==> src/rtl/bcn_pkg.sv <==
package bcn_pkg;
   localparam int ADDR_W = 3;
   localparam int DATA_W = 32;
   localparam logic [ADDR_W-1:0] ADR_TSF_LO = 3'd0;
   localparam logic [ADDR_W-1:0] ADR_TSF_HI = 3'd1;
   localparam int                TMR_BASE   = 2;
   localparam logic [ADDR_W-1:0] ADR_CTRL   = 3'd6;
   localparam int                CTRL_EN_BIT  = 16;
   localparam int                CTRL_TGL_BIT = 17;
   localparam int                N_TIMERS     = 4;
endpackage

==> src/rtl/bcn_tsf_counter.sv <==
module bcn_tsf_counter #(
   parameter int TSF_W  = 64,
   parameter int HALF_W = 32
) (
   input  logic              clk,
   input  logic              rst_n,
   input  logic              tick,
   input  logic              wr_lo,
   input  logic              wr_hi,
   input  logic [HALF_W-1:0] wr_data,
   input  logic              clr,
   output logic [TSF_W-1:0]  tsf
);
   if (TSF_W != 2*HALF_W) begin : g_bad_width
      $error("counter must be two halves wide");
   end

   always_ff @(posedge clk) begin
      if (!rst_n) begin
         tsf <= '0;
      end else if (wr_lo) begin
         tsf[HALF_W-1:0] <= wr_data;
      end else if (wr_hi) begin
         tsf[TSF_W-1:HALF_W] <= wr_data;
      end else if (clr) begin
         tsf <= '0;
      end else if (tick) begin
         tsf <= tsf + 1'b1;
      end
   end

   assert_tick_inc_R1: assert property (@(posedge clk) disable iff (!rst_n)
      (tick && !wr_lo && !wr_hi && !clr) |=> (tsf == $past(tsf) + 1'b1));

   assert_lo_load_R2: assert property (@(posedge clk) disable iff (!rst_n)
      wr_lo |=> (tsf[HALF_W-1:0] == $past(wr_data)));

   assert_hi_load_R2: assert property (@(posedge clk) disable iff (!rst_n)
      wr_hi |=> (tsf[TSF_W-1:HALF_W] == $past(wr_data)));
endmodule

==> src/rtl/bcn_event_timer.sv <==
module bcn_event_timer #(
   parameter int TW        = 16,
   parameter bit SCALED    = 1'b0,
   parameter int FRAC_LOG2 = 3
) (
   input  logic          clk,
   input  logic          rst_n,
   input  logic          en,
   input  logic [TW-1:0] cmp_val,
   input  logic [TW-1:0] period,
   input  logic          wr,
   input  logic [TW-1:0] wr_data,
   output logic [TW-1:0] value,
   output logic          evt
);
   logic [TW-1:0] step;

   if (SCALED) begin : g_frac_step
      assign step = period << FRAC_LOG2;
   end else begin : g_unit_step
      assign step = period;
   end

   assign evt = en && (cmp_val == value);

   always_ff @(posedge clk) begin
      if (!rst_n) begin
         value <= '0;
      end else if (wr) begin
         value <= wr_data;
      end else if (evt) begin
         value <= value + step;
      end
   end

   assert_advance_R3: assert property (@(posedge clk) disable iff (!rst_n)
      (evt && !wr) |=> (value == $past(value) + $past(step)));

   assert_hold_when_idle_R4: assert property (@(posedge clk) disable iff (!rst_n)
      (!en && !wr) |=> (value == $past(value)));
endmodule

==> src/rtl/bcn_win_check.sv <==
module bcn_win_check #(
   parameter int TW = 16
) (
   input  logic [TW-1:0] a,
   input  logic [TW-1:0] b,
   input  logic [TW-1:0] window,
   input  logic [TW-1:0] intval,
   output logic          ok
);
   localparam int XW = TW + 2;
   localparam logic [XW-1:0] WRAP = XW'(1) << TW;

   logic [XW-1:0] ax, bx, wx, slack;
   logic          c_fwd, c_late, c_late_wrap, c_fwd_wrap;

   always_comb begin
      ax          = XW'(a);
      bx          = XW'(b);
      wx          = XW'(window);
      slack       = XW'(intval) - wx;
      c_fwd       = (bx - ax) == wx;
      c_late      = (ax - bx) == slack;
      c_late_wrap = ((ax | WRAP) - bx) == slack;
      c_fwd_wrap  = ((bx | WRAP) - ax) == wx;
      ok          = c_fwd || c_late || c_late_wrap || c_fwd_wrap;
   end
endmodule

==> src/rtl/bcn_tsf_unit.sv <==
module bcn_tsf_unit
   import bcn_pkg::*;
#(
   parameter int TSF_W     = 64,
   parameter int TIMER_W   = 16,
   parameter int TU_LOG2   = 10,
   parameter int FRAC_LOG2 = 3,
   parameter int DMA_LEAD  = 2
) (
   input  logic              clk,
   input  logic              rst_n,
   input  logic              us_tick,
   input  logic              wr_en,
   input  logic [ADDR_W-1:0] wr_addr,
   input  logic [DATA_W-1:0] wr_data,
   input  logic              rd_en,
   input  logic [ADDR_W-1:0] rd_addr,
   output logic              rd_valid,
   output logic [DATA_W-1:0] rd_data,
   output logic [N_TIMERS-1:0] bcn_evt,
   output logic              atim_win_ok,
   output logic              dma_win_ok
);
   localparam int HALF_W     = TSF_W / 2;
   localparam int TU_SHIFT   = TU_LOG2;
   localparam int FRAC_SHIFT = TU_LOG2 - FRAC_LOG2;
   localparam int PAD_W      = DATA_W - TIMER_W;

   if (TIMER_W > 16 || TIMER_W < 8) begin : g_bad_tw
      $error("timer width out of range");
   end
   if (HALF_W != DATA_W) begin : g_bad_half
      $error("counter half must match the data width");
   end
   if (TU_SHIFT + TIMER_W > TSF_W || FRAC_SHIFT < 0) begin : g_bad_shift
      $error("time-unit slice outside the counter");
   end

   logic [TSF_W-1:0]   tsf;
   logic [HALF_W-1:0]  hi_shadow;
   logic [TIMER_W-1:0] period_q;
   logic               en_q;
   logic               tgl_q;
   logic               wr_ctrl, tsf_clr;
   logic [TIMER_W-1:0] tmr_val [N_TIMERS];
   logic [TIMER_W-1:0] tu_view, frac_view;

   assign wr_ctrl   = wr_en && (wr_addr == ADR_CTRL);
   assign tsf_clr   = wr_ctrl && wr_data[CTRL_TGL_BIT] && !tgl_q;
   assign tu_view   = tsf[TU_SHIFT +: TIMER_W];
   assign frac_view = tsf[FRAC_SHIFT +: TIMER_W];

   bcn_tsf_counter #(.TSF_W(TSF_W), .HALF_W(HALF_W)) u_cnt (
      .clk     (clk),
      .rst_n   (rst_n),
      .tick    (us_tick),
      .wr_lo   (wr_en && (wr_addr == ADR_TSF_LO)),
      .wr_hi   (wr_en && (wr_addr == ADR_TSF_HI)),
      .wr_data (wr_data),
      .clr     (tsf_clr),
      .tsf     (tsf)
   );

   always_ff @(posedge clk) begin
      if (!rst_n) begin
         period_q <= '0;
         en_q     <= 1'b0;
         tgl_q    <= 1'b0;
      end else if (wr_ctrl) begin
         period_q <= wr_data[TIMER_W-1:0];
         en_q     <= wr_data[CTRL_EN_BIT];
         if (wr_data[CTRL_TGL_BIT]) tgl_q <= ~tgl_q;
      end
   end

   for (genvar i = 0; i < N_TIMERS; i++) begin : g_tmr
      localparam bit            IS_FRAC = (i == 1) || (i == 2);
      localparam logic [ADDR_W-1:0] MY_ADR = ADDR_W'(TMR_BASE + i);
      logic [TIMER_W-1:0] cmp;
      if (IS_FRAC) begin : g_frac
         assign cmp = frac_view;
      end else begin : g_unit
         assign cmp = tu_view;
      end
      bcn_event_timer #(.TW(TIMER_W), .SCALED(IS_FRAC), .FRAC_LOG2(FRAC_LOG2)) u_tmr (
         .clk     (clk),
         .rst_n   (rst_n),
         .en      (en_q),
         .cmp_val (cmp),
         .period  (period_q),
         .wr      (wr_en && (wr_addr == MY_ADR)),
         .wr_data (wr_data[TIMER_W-1:0]),
         .value   (tmr_val[i]),
         .evt     (bcn_evt[i])
      );
   end

   bcn_win_check #(.TW(TIMER_W)) u_atim_chk (
      .a      (tmr_val[0]),
      .b      (tmr_val[3]),
      .window (TIMER_W'(1)),
      .intval (period_q),
      .ok     (atim_win_ok)
   );

   bcn_win_check #(.TW(TIMER_W)) u_dma_chk (
      .a      (tmr_val[1] >> FRAC_LOG2),
      .b      (tmr_val[0]),
      .window (TIMER_W'(DMA_LEAD)),
      .intval (period_q),
      .ok     (dma_win_ok)
   );

   always_ff @(posedge clk) begin
      if (!rst_n) begin
         rd_valid  <= 1'b0;
         rd_data   <= '0;
         hi_shadow <= '0;
      end else begin
         rd_valid <= rd_en;
         if (rd_en) begin
            case (rd_addr)
               ADR_TSF_LO: begin
                  rd_data   <= tsf[HALF_W-1:0];
                  hi_shadow <= tsf[TSF_W-1:HALF_W];
               end
               ADR_TSF_HI: rd_data <= hi_shadow;
               3'd2:       rd_data <= {{PAD_W{1'b0}}, tmr_val[0]};
               3'd3:       rd_data <= {{PAD_W{1'b0}}, tmr_val[1]};
               3'd4:       rd_data <= {{PAD_W{1'b0}}, tmr_val[2]};
               3'd5:       rd_data <= {{PAD_W{1'b0}}, tmr_val[3]};
               ADR_CTRL: begin
                  rd_data <= '0;
                  rd_data[TIMER_W-1:0]  <= period_q;
                  rd_data[CTRL_EN_BIT]  <= en_q;
                  rd_data[CTRL_TGL_BIT] <= tgl_q;
               end
               default:    rd_data <= '0;
            endcase
         end
      end
   end

   assert_evt_gated_R4: assert property (@(posedge clk) disable iff (!rst_n)
      (|bcn_evt) |-> en_q);

   assert_evt_onehot_time_R3: assert property (@(posedge clk) disable iff (!rst_n)
      (bcn_evt[0] && period_q != '0 && !wr_en) |=> !bcn_evt[0]);

   assert_flag_flips_R6: assert property (@(posedge clk) disable iff (!rst_n)
      (wr_ctrl && wr_data[CTRL_TGL_BIT]) |=> (tgl_q != $past(tgl_q)));

   assert_clear_R6: assert property (@(posedge clk) disable iff (!rst_n)
      tsf_clr |=> (tsf == '0));

   assert_shadow_R7: assert property (@(posedge clk) disable iff (!rst_n)
      (rd_en && rd_addr == ADR_TSF_LO) |=> (hi_shadow == $past(tsf[TSF_W-1:HALF_W])));

   assert_read_latency_R7: assert property (@(posedge clk) disable iff (!rst_n)
      rd_en |=> rd_valid);

   assert_atim_adjacent_R8: assert property (@(posedge clk) disable iff (!rst_n)
      (tmr_val[3] == tmr_val[0] + 1'b1) |-> atim_win_ok);
endmodule

==> config.mk <==
export PLATFORM = sky130hd
export DESIGN_NAME = bcn_tsf_unit
export DESIGN_NICKNAME = d
export VERILOG_FILES = /design/src/rtl/bcn_pkg.sv /design/src/rtl/bcn_tsf_counter.sv /design/src/rtl/bcn_event_timer.sv /design/src/rtl/bcn_win_check.sv /design/src/rtl/bcn_tsf_unit.sv
export SDC_FILE = /design/constraint.sdc
export NUM_CORES = 1
export LEC_CHECK = 0
export BUFFER_PORTS_ARGS = -buffer_cell sky130_fd_sc_hd__buf_2
export CAP_MARGIN = 20
export CELL_PAD_IN_SITES_DETAIL_PLACEMENT = 1
export CELL_PAD_IN_SITES_GLOBAL_PLACEMENT = 1
export CORE_MARGIN = 2
export CORE_UTILIZATION = 47
export DETAILED_ROUTE_END_ITERATION = 8
export GPL_TIMING_DRIVEN = 0
export PLACE_DENSITY = 0.91
export SLEW_MARGIN = 20
export SYNTH_ARGS = -nofsm -noshare
export SYNTH_HDL_FRONTEND = slang
export SYNTH_SLANG_ARGS = --single-unit
==> constraint.sdc <==
create_clock -name clk -period 7.2 [get_ports clk]
set_input_delay 1.44 -clock clk [delete_from_list [all_inputs] [get_ports clk]]
set_output_delay 1.44 -clock clk [all_outputs]
set_load 0.01 [all_outputs]
* Word level (Yosys, flattened, before mapping)
Index checks and enable logic that the tools add are counted.
Storage, ports and cells: flip-flop bits (word level) 211, output and inout port bits 39, logic and storage cells 100
Cells by class: add/subtract/negate cells 15, equality and inequality tests 25, mux-type cells 14, bitwise logic cells 2, reduce and logical (&&, ||, !) cells 32
Operator list (number):
- one-hot mux 32 bit (7 select lines) | 1
- 2-to-1 mux 16 bit | 8
- 2-to-1 mux 64 bit | 2
- 2-to-1 mux 32 bit | 3
- equality test 18 bit | 4
- adder 16 bit | 4
- adder 64 x 1 -> 64 bit (second input constant) | 1
- equality test 16 bit | 4
- subtractor 17 x 16 -> 18 bit | 3
- equality test 18 x 1 -> 1 bit (second input constant) | 2
- equality test 18 x 2 -> 1 bit (second input constant) | 2
- subtractor 16 x 16 -> 17 bit | 2
- equality test 3 bit (second input constant) | 6
- subtractor 17 x 13 -> 18 bit | 1
- subtractor 13 x 16 -> 17 bit | 1
- subtractor 16 x 1 -> 17 bit (second input constant) | 1
- subtractor 16 x 13 -> 17 bit | 1
- subtractor 16 x 2 -> 17 bit (second input constant) | 1
- logical AND 1 bit | 13
- equality test 3 x 2 -> 1 bit (second input constant) | 4
- AND reduction 2 bit | 4
- nonzero test 2 bit | 4
- equality test 3 x 1 -> 1 bit (second input constant) | 2
- zero test 3 bit | 2
- 5 further kinds | 12

* Longest topological paths before layout
Gate-level depths: netlist of the first run.
depth after elaboration 7, depth in mapped cells 21

* Modules after synthesis
A second synthesis of the first run with hierarchy kept.
Unflattened totals: cell total of the unflattened synthesis 2639, area, all modules 20355.8 µm²
Modules (own cells, without submodules):
- bcn_win_check | times used 2, cells an instance 392, area an instance 2815.2 µm², seq. area each 0.0 µm²
- bcn_tsf_unit | times used 1, cells an instance 480, area an instance 4194.0 µm², seq. area each 1661.6 µm²
- bcn_tsf_counter | times used 1, cells an instance 548, area an instance 4008.8 µm², seq. area each 1281.2 µm²
- bcn_event_timer at g_tmr[1].u_tmr ... | times used 2, cells an instance 205, area an instance 1646.6 µm², seq. area each 320.3 µm²
- bcn_event_timer at g_tmr[0].u_tmr | times used 1, cells an instance 216, area an instance 1642.8 µm², seq. area each 320.3 µm²
- bcn_event_timer at g_tmr[3].u_tmr | times used 1, cells an instance 201, area an instance 1586.5 µm², seq. area each 320.3 µm²

* Worst setup path after synthesis of the first run
OpenSTA, ideal clock, no wires.
kind reg-to-output, start register g_tmr[0].u_tmr.value[4], end output dma_win_ok, data arrival time 4.299 ns, required time 5.760 ns, setup slack 1.461 ns, cell stages (with the launch flop) 18, path buffers 1, cell sequence dfxtp_1 > inv_1 > ha_1 > clkbuf_1 > a21oi_1 > o21ai_0 > o31ai_2 > a221oi_1 > a21oi_1 > or4_1 > ha_1 > o22ai_1 > a221oi_1 > nand4_1 > nor4_1 > nand4_1 > or4_1 > o32ai_1
On the way: cells in the longest elaborated chain, start to end 5, elaborated cells between the ends (all ways) 11
RTL lines:
- start, declared | RTL line bcn_event_timer.sv:13 | output logic [TW-1:0] value,
- start signal, assigned | RTL line bcn_event_timer.sv:30 | value <= wr_data;
- start signal, assigned | RTL line bcn_event_timer.sv:32 | value <= value + step;
- subtractor 16 x 13 -> 17 bit / subtractor 13 x 16 -> 17 bit (equally long branches) | RTL line bcn_win_check.sv:21, bcn_win_check.sv:22
- equality test 18 x 2 -> 1 bit / equality test 18 bit (equally long branches) | RTL line bcn_win_check.sv:21, bcn_win_check.sv:22
- logical OR 1 bit (2 in a row) | RTL line bcn_win_check.sv:25 | ok = c_fwd || c_late || c_late_wrap || c_fwd_wrap;
- logical OR 1 bit * | RTL line bcn_win_check.sv:25
- end, declared | RTL line bcn_tsf_unit.sv:22 | output logic dma_win_ok
Every way passes the cells marked *; elsewhere a longest branch is shown, timed or not.

* Worst setup path in the final report of the first run
start register g_tmr[0].u_tmr.value[6], end output dma_win_ok
Same word-level chain as after synthesis.

==> flow_summary.ini, run 1 <==
[run_status]
status = finished clean

[logic_synthesis]
syn-instance-count = 2394
muxShareOfSynthArea_pct = 4.66
synth-edff-count = 0
synth.avg_cell_area_um2 = 7.27
ys_warn_count = 0
synth.top_cell.area_share_pct = 24.3
synthAdderAreaFrac_pct = 9.21
synth_top_family_by_area = simple AND/OR/NAND/NOR gates
ys_async_sr_fraction_pct = 0
synthTopCellsByCount = nand2_1, nor2_1, a21oi_1, dfxtp_1, xnor2_1
synth_simple_gate_area_share_pct = 23.7
synthTopCellsByArea = dfxtp_1, ha_1, nand2_1, xnor2_1, a21oi_1
syn_nets = 2561
yosysUniqueCellTypes = 74
yosys.area_share.xor_xnor_pct = 10.2
synth-seq-area-share_pct = 24.3
yosys.area.top_type = dfxtp_1
ys_ff_latch = 211
synthFlopType = dfxtp_1
synth_compound_area_share_pct = 22.3
synth.most_common_cell = nand2_1
synthesis.area_um2 = 17400

[global_routing]
gr-usage-met1_pct = 48.7
grt_util_met3_pct = 8.33
grt_max_degree = 13
grt_first_pass_wirelength_um = 124000
grt_pass1_vias = 20600
grt_busiest_layer = met2
track_usage_pct = 42.6
grt-ovfl-total = 0
antenna_found_initial = 5
grt.met2_usage_pct = 68.5

[cells_and_area]
seqCellArea_um2 = 4240
multi_input_area_um2 = 12200
final_layout_size_suffix_gt1_share_pct = 8.23
fin_cells = 2989
final_nets = 2665
fill_cells = 4725
syn2layout_area_growth_pct = 11.1

[power_and_ir_drop]
powerDensity_nw_per_um2 = 178
leakagePower_nw = 7.61
switching_share_pct = 32.8
p_total_mw = 3.44
comb_power_share_pct = 23.3
cellInternalPower_mw = 2.31
p_seq_share_pct = 36.7
pwr-share-clk_pct = 40.0
power_switching_mw = 1.13
ir_drop_v = 0.000187

[job]
drv_cap = 0

[setup_path]
required_ns = 5.76
crit_type = reg2out
start_kind = register
critPathBufInv = 2
crit_family = simple AND/OR/NAND/NOR gates
worstPathMaxFanout = 7
crit_slowest_cell = dfxtp_1
slowest_delay_ns = 0.75
crit_path_cell_trace = inv_1 -> ha_1 -> o21ai_0 -> nand2b_1 -> o31ai_2 -> a221oi_2 -> a21oi_1 -> or4_1 -> ha_1 -> o22ai_1 -> a221oi_1 -> nand4_1 -> nor4_1 -> nand4_1 -> or4_1 -> o32ai_2 -> buf_2
arrival_ns = 5.64
end_kind = output pin

[timing]
fin_crit_ns = 7.08
final-max-slew-violation-count = 0
hold_viol_final = 0
fmax_mhz = 141
worstMarginPinSlew_ns = 1.12
setup_viol = 0
relSlewSlack_pct = 25.2
fin_skew_ns = 0.0187
rsz0062_at_grt = no
finalSetupTns_ns = 0
holdWs_ns = 0.455
fin_crit_sh_pct = 98.4

[routing]
drt_wl_total_um = 83900
post_drt_wl_per_cell_um = 28.1
initialDrtViolationCount = 2015
drc = 0
dr_total_vias = 20100
vias_per_cell = 6.73
antenna_left = 0
dr.pass1.iters = 5

[place]
place.gp.congestion = 1.05
io_buffer_count = 78
dp.cells = 2941
hpwl_um = 62400

[cts]
clkSinkCount = 211
cts_made_buffers = 25
clockBufferDepth = 3
holdBufCountCts = 0
worstSkewPairLatency_ns = 0.56
cts-root-buf = clkbuf_16
htree_levels = 1
cts_tree = yes
clk_pin_slew_worst_paths_ns = 0.07

[floorplanning]
initial_core_util_pct = 47.7
dieArea_um2 = 38600
core-area_um2 = 36500
row_count = 70
die-width_um = 196
ios = 82
die_h_um = 196

[worst_hold_path]
hp-class = reg2reg
## cell type report
type,count,share of cell area [%]
multi-input combinational,1932,63.3
sequential,211,22.0
clock buffer,34,3.62
buffer,163,3.44
tap,468,3.03
timing repair buffer,80,2.08
inverter,85,1.65
clock inverter,10,0.809
antenna,6,0.0777
## metrics by stage
step                      setup slack, ns  cell area [µm²]  util (%)
final                               0.117            19300      52.9
after global routing              0.00352            19300      52.9
after CTS                          0.0979            19300      52.8
after detailed placement           0.0795            18400      50.4
after global placement              0.197            18400      50.3
after floorplan                      1.46            17400         -
## registers in the layout, indices dropped and copies added (netlist names)
| signal | flops |
|---|---|
| g_tmr.u_tmr.value | 64 |
| u_cnt.tsf | 64 |
| hi_shadow | 32 |
| rd_data | 32 |
| period_q | 16 |
| en_q | 1 |
| rd_valid | 1 |
| tgl_q | 1 |
## what timing repair did
item / CTS / global route
buffers inserted: 0 / 1
pin swaps: 0 / 3
endpoints found under the setup margin: 2 / 2
resized for setup: 9 / 13
## cell usage in the layout (no fill, tap or decap), types with 26 or more instances in the layout
cell and instances:
nand2_1 355, nor2_1 251, a21oi_1 221, dfxtp_1 197, xnor2_1 139, o21ai_0 133, clkbuf_1 132, ha_1 116
buf_2 96, inv_1 84, xor2_1 63, nand3_1 62, nor3_1 55, mux2i_1 54, a31oi_1 43, a21o_1 34
nor4_1 31, a311oi_1 29, and3_1 26
## power groups by stage
stage	Clock, mW	Combinational, mW	Sequential, mW
6_report	1.38	0.802	1.26
5_1_grt	1.41	0.857	1.26
4_1_cts	1.36	0.772	1.25
3_5_place_dp	0	0.761	1.28
3_3_place_gp	0	0.726	1.28
2_1_floorplan	0	0.536	1.24
## tightest hold or removal path, cell delays in order (launching register included)
cell and delay [ns]:
dfxtp_1 0.31, nand2_1 0.05, a21oi_1 0.05
## routing by layer
metal | routed length [µm] | part of all wire [%] | vias up
li1 | - | - | 8655
met1 | 30100 | 36 | 9800
met2 | 37000 | 44 | 1185
met3 | 8090 | 9.6 | 464
met4 | 8650 | 10 | 2
met5 | 11 | 0.013 | -
## final timing paths
| check | cells after the start | slack (ns) | startpoint | endpoint |
|---|---|---|---|---|
| setup / recovery | 17 | 0.12 | g_tmr[0].u_tmr.value[6] | dma_win_ok |
| hold / removal | 2 | 0.46 | hi_shadow[30] | hi_shadow[30] |
| setup reg to reg | 11 | 3.49 | period_q[1] | g_tmr[3].u_tmr.value[10] |
| hold reg to reg | 2 | 0.46 | hi_shadow[30] | hi_shadow[30] |
## kinds of logic (layout without fill, tap and decap cells)
kind of cell    count (synthesis)  in the layout
xor+xnor                      202            202
fa+ha+maj                     124            124
mux                            68             68
simple gates                  913            913
other cells                     0              6
compound gates                625            625
flops                         211            211
buf+inv                       251            372
Note: power is estimated with default switching activity, not from simulation.
==> run 2: changes to the inputs <==
- ABC_AREA: default -> 1
- CORE_UTILIZATION: 47 -> 45
- CTS_CLUSTER_SIZE: default -> 12
==> flow_summary.ini, run 2 <==
[logic_synthesis]
synth.top_cell.area_share_pct = 21.8
yosys.area.top_type = dfxtp_1
synth.avg_cell_area_um2 = 6.08
syn-instance-count = 3190
ys_warn_count = 0
ys_async_sr_fraction_pct = 0
synthesis.area_um2 = 19400
synthTopCellsByArea = dfxtp_1, nand2_1, a21oi_1, ha_1, inv_1
synth-edff-count = 0
synth-seq-area-share_pct = 21.8
yosysUniqueCellTypes = 57
synth.most_common_cell = nand2_1
syn_nets = 3357
ys_ff_latch = 211
synthFlopType = dfxtp_1
synthTopCellsByCount = nand2_1, inv_1, a21oi_1, nor2_1, o21ai_0

[power_and_ir_drop]
switching_share_pct = 37.5
leakagePower_nw = 9.63
ir_drop_v = 0.000177
comb_power_share_pct = 27.1
cellInternalPower_mw = 2.15
p_seq_share_pct = 37.8
power_switching_mw = 1.29
pwr-share-clk_pct = 35.0
powerDensity_nw_per_um2 = 162

[cts]
clockBufferDepth = 3
holdBufCountCts = 0
ctsResizeCount = 0
worstSkewPairLatency_ns = 0.57
post_cts_buffers = 0
cts_made_buffers = 23
cts_tree = yes
cts-root-buf = clkbuf_16
clkSinkCount = 211
clk_pin_slew_worst_paths_ns = 0.06
htree_levels = 1

[global_routing]
grt_pass1_vias = 25100
grt_max_degree = 13
track_usage_pct = 48.4
grt-ovfl-total = 0
antenna_found_initial = 4
grt_first_pass_wirelength_um = 159000

[cells_and_area]
mostFrequentLayoutCells = nand2_1, inv_1, a21oi_1
final_nets = 3461
reg_top3 = g_tmr.u_tmr.value: 64 flops, u_cnt.tsf: 64 flops
syn2layout_area_growth_pct = 9.31
fin_area_um2 = 21200
final_layout_size_suffix_gt1_share_pct = 7.26
final_common_cell = nand2_1
fill_cells = 5975
multi_input_area_um2 = 13100
seqCellArea_um2 = 4220

[setup_path]
crit_slowest_cell = ha_1
crit_path_cell_trace = inv_1 -> ha_1 -> nand2_1 -> nor2_1 -> inv_1 -> nor2_1 -> nand2_1 -> nand2_1 -> nand2_1 -> nand2_1 -> a21oi_1 -> ha_1 -> nor2_1 -> a21oi_1 -> o21ai_0 -> nor3_1 -> nand2_1 -> nor2_1 -> nand3_1 -> nor2_1 -> nand2_1 -> nand2_1 -> buf_2
path_common_cell = nand2_1
crit_type = reg2out
slowest_delay_ns = 0.67
worstPathMaxFanout = 6
end_kind = output pin
start_kind = register
arrival_ns = 4.76
required_ns = 5.76

[routing]
post_drt_wl_per_cell_um = 28.5
drt_wl_total_um = 110000
vias_per_cell = 6.37
dr_total_vias = 24500
initialDrtViolationCount = 2275
drc = 0
dr.pass1.iters = 5
antenna_left = 0

[floorplanning]
die-width_um = 212
core-area_um2 = 42800
die_h_um = 212
initial_core_util_pct = 45.4
ios = 82
row_count = 76
dieArea_um2 = 44800

[job]
drv_cap = 0

[timing]
fmax_mhz = 161
hold_viol_final = 0
rsz0062_at_grt = no
fin_crit_sh_pct = 86.1
fin_crit_ns = 6.20
final-max-slew-violation-count = 0
setup_viol = 0
finalSetupTns_ns = 0
relSlewSlack_pct = 23.0
fin_skew_ns = 0.0324
worstMarginPinSlew_ns = 1.14

[run_status]
status = finished clean

[place]
place.gp.congestion = 1.08
io_buffer_count = 79
hpwl_um = 87000
post_dp_cell_area_um2 = 20500

[worst_hold_path]
hp-class = reg2reg
## run 2: cell families (layout without fill, tap and decap cells)
group,after synthesis,count (layout),share of synthesized area (%)
simple gates,1481,1481,33.2
compound gates,729,729,20.6
buf+inv,524,638,10.7
flops,211,211,21.8
fa+ha+maj,124,124,8.26
xor+xnor,121,121,5.46
other cells,0,3,0
## run 2: through the flow
stage	power [mW]	cells	setup slack (ns)	hold slack (ns)	utilization, %
finish	3.44	3853	1.00	0.468	49.6
detailed placement	2.21	3815	1.74	0.450	47.9
floorplan	1.86	3190	3.07	0.425	-
CTS	3.39	3850	1.14	0.463	49.6
global route	3.53	3850	0.744	0.490	49.6
global placement	2.18	3815	1.80	0.440	47.9
## run 2: power groups by stage
stage / Clock, mW / Combinational, mW / Sequential [mW]
floorplan: 0 / 0.577 / 1.28
global placement: 0 / 0.861 / 1.32
detailed placement: 0 / 0.889 / 1.32
CTS: 1.19 / 0.897 / 1.30
global route: 1.23 / 0.998 / 1.30
finish: 1.21 / 0.934 / 1.30
## run 2: per-layer routing
| layer | vias up | GRT usage (%) | share of wire (%) |
|---|---|---|---|
| li1 | 10800 | - | - |
| met1 | 11700 | 56.0 | 36 |
| met2 | 1486 | 75.0 | 42 |
| met3 | 559 | 11.9 | 11 |
| met4 | 6 | 41.6 | 11 |
| met5 | - | 0 | 0.041 |
## run 2: worst max-delay path: cells and delay by family (launching register included)
family,cells,cell delay (ns)
AO/OA/AOI/OAI,3,0.29
adder cells (fa/ha/maj),2,0.96
flip-flops,1,0.62
AND/OR/NAND/NOR,15,1.70
buffers and inverters,3,0.60
## run 2: cell type report
cell class                 count  share of cell area, %
tap                          546                   3.22
inverter                     405                   7.16
multi-input combinational   2455                   61.8
buffer                       119                   2.62
clock inverter                 6                  0.342
clock buffer                  29                   3.05
antenna                        3                 0.0354
timing repair buffer          79                   1.86
sequential                   211                   19.9
## run 2: path summary, 6_finish.rpt
check / startpoint / to / slack [ns] / cells past startpoint
worst min register to register: hi_shadow[31] / hi_shadow[31] / 0.47 / 2
worst max-delay path: g_tmr[0].u_tmr.value[11] / atim_win_ok / 1.00 / 23
worst min-delay path: hi_shadow[31] / hi_shadow[31] / 0.47 / 2
worst max register to register: period_q[1] / g_tmr[0].u_tmr.value[14] / 3.68 / 12
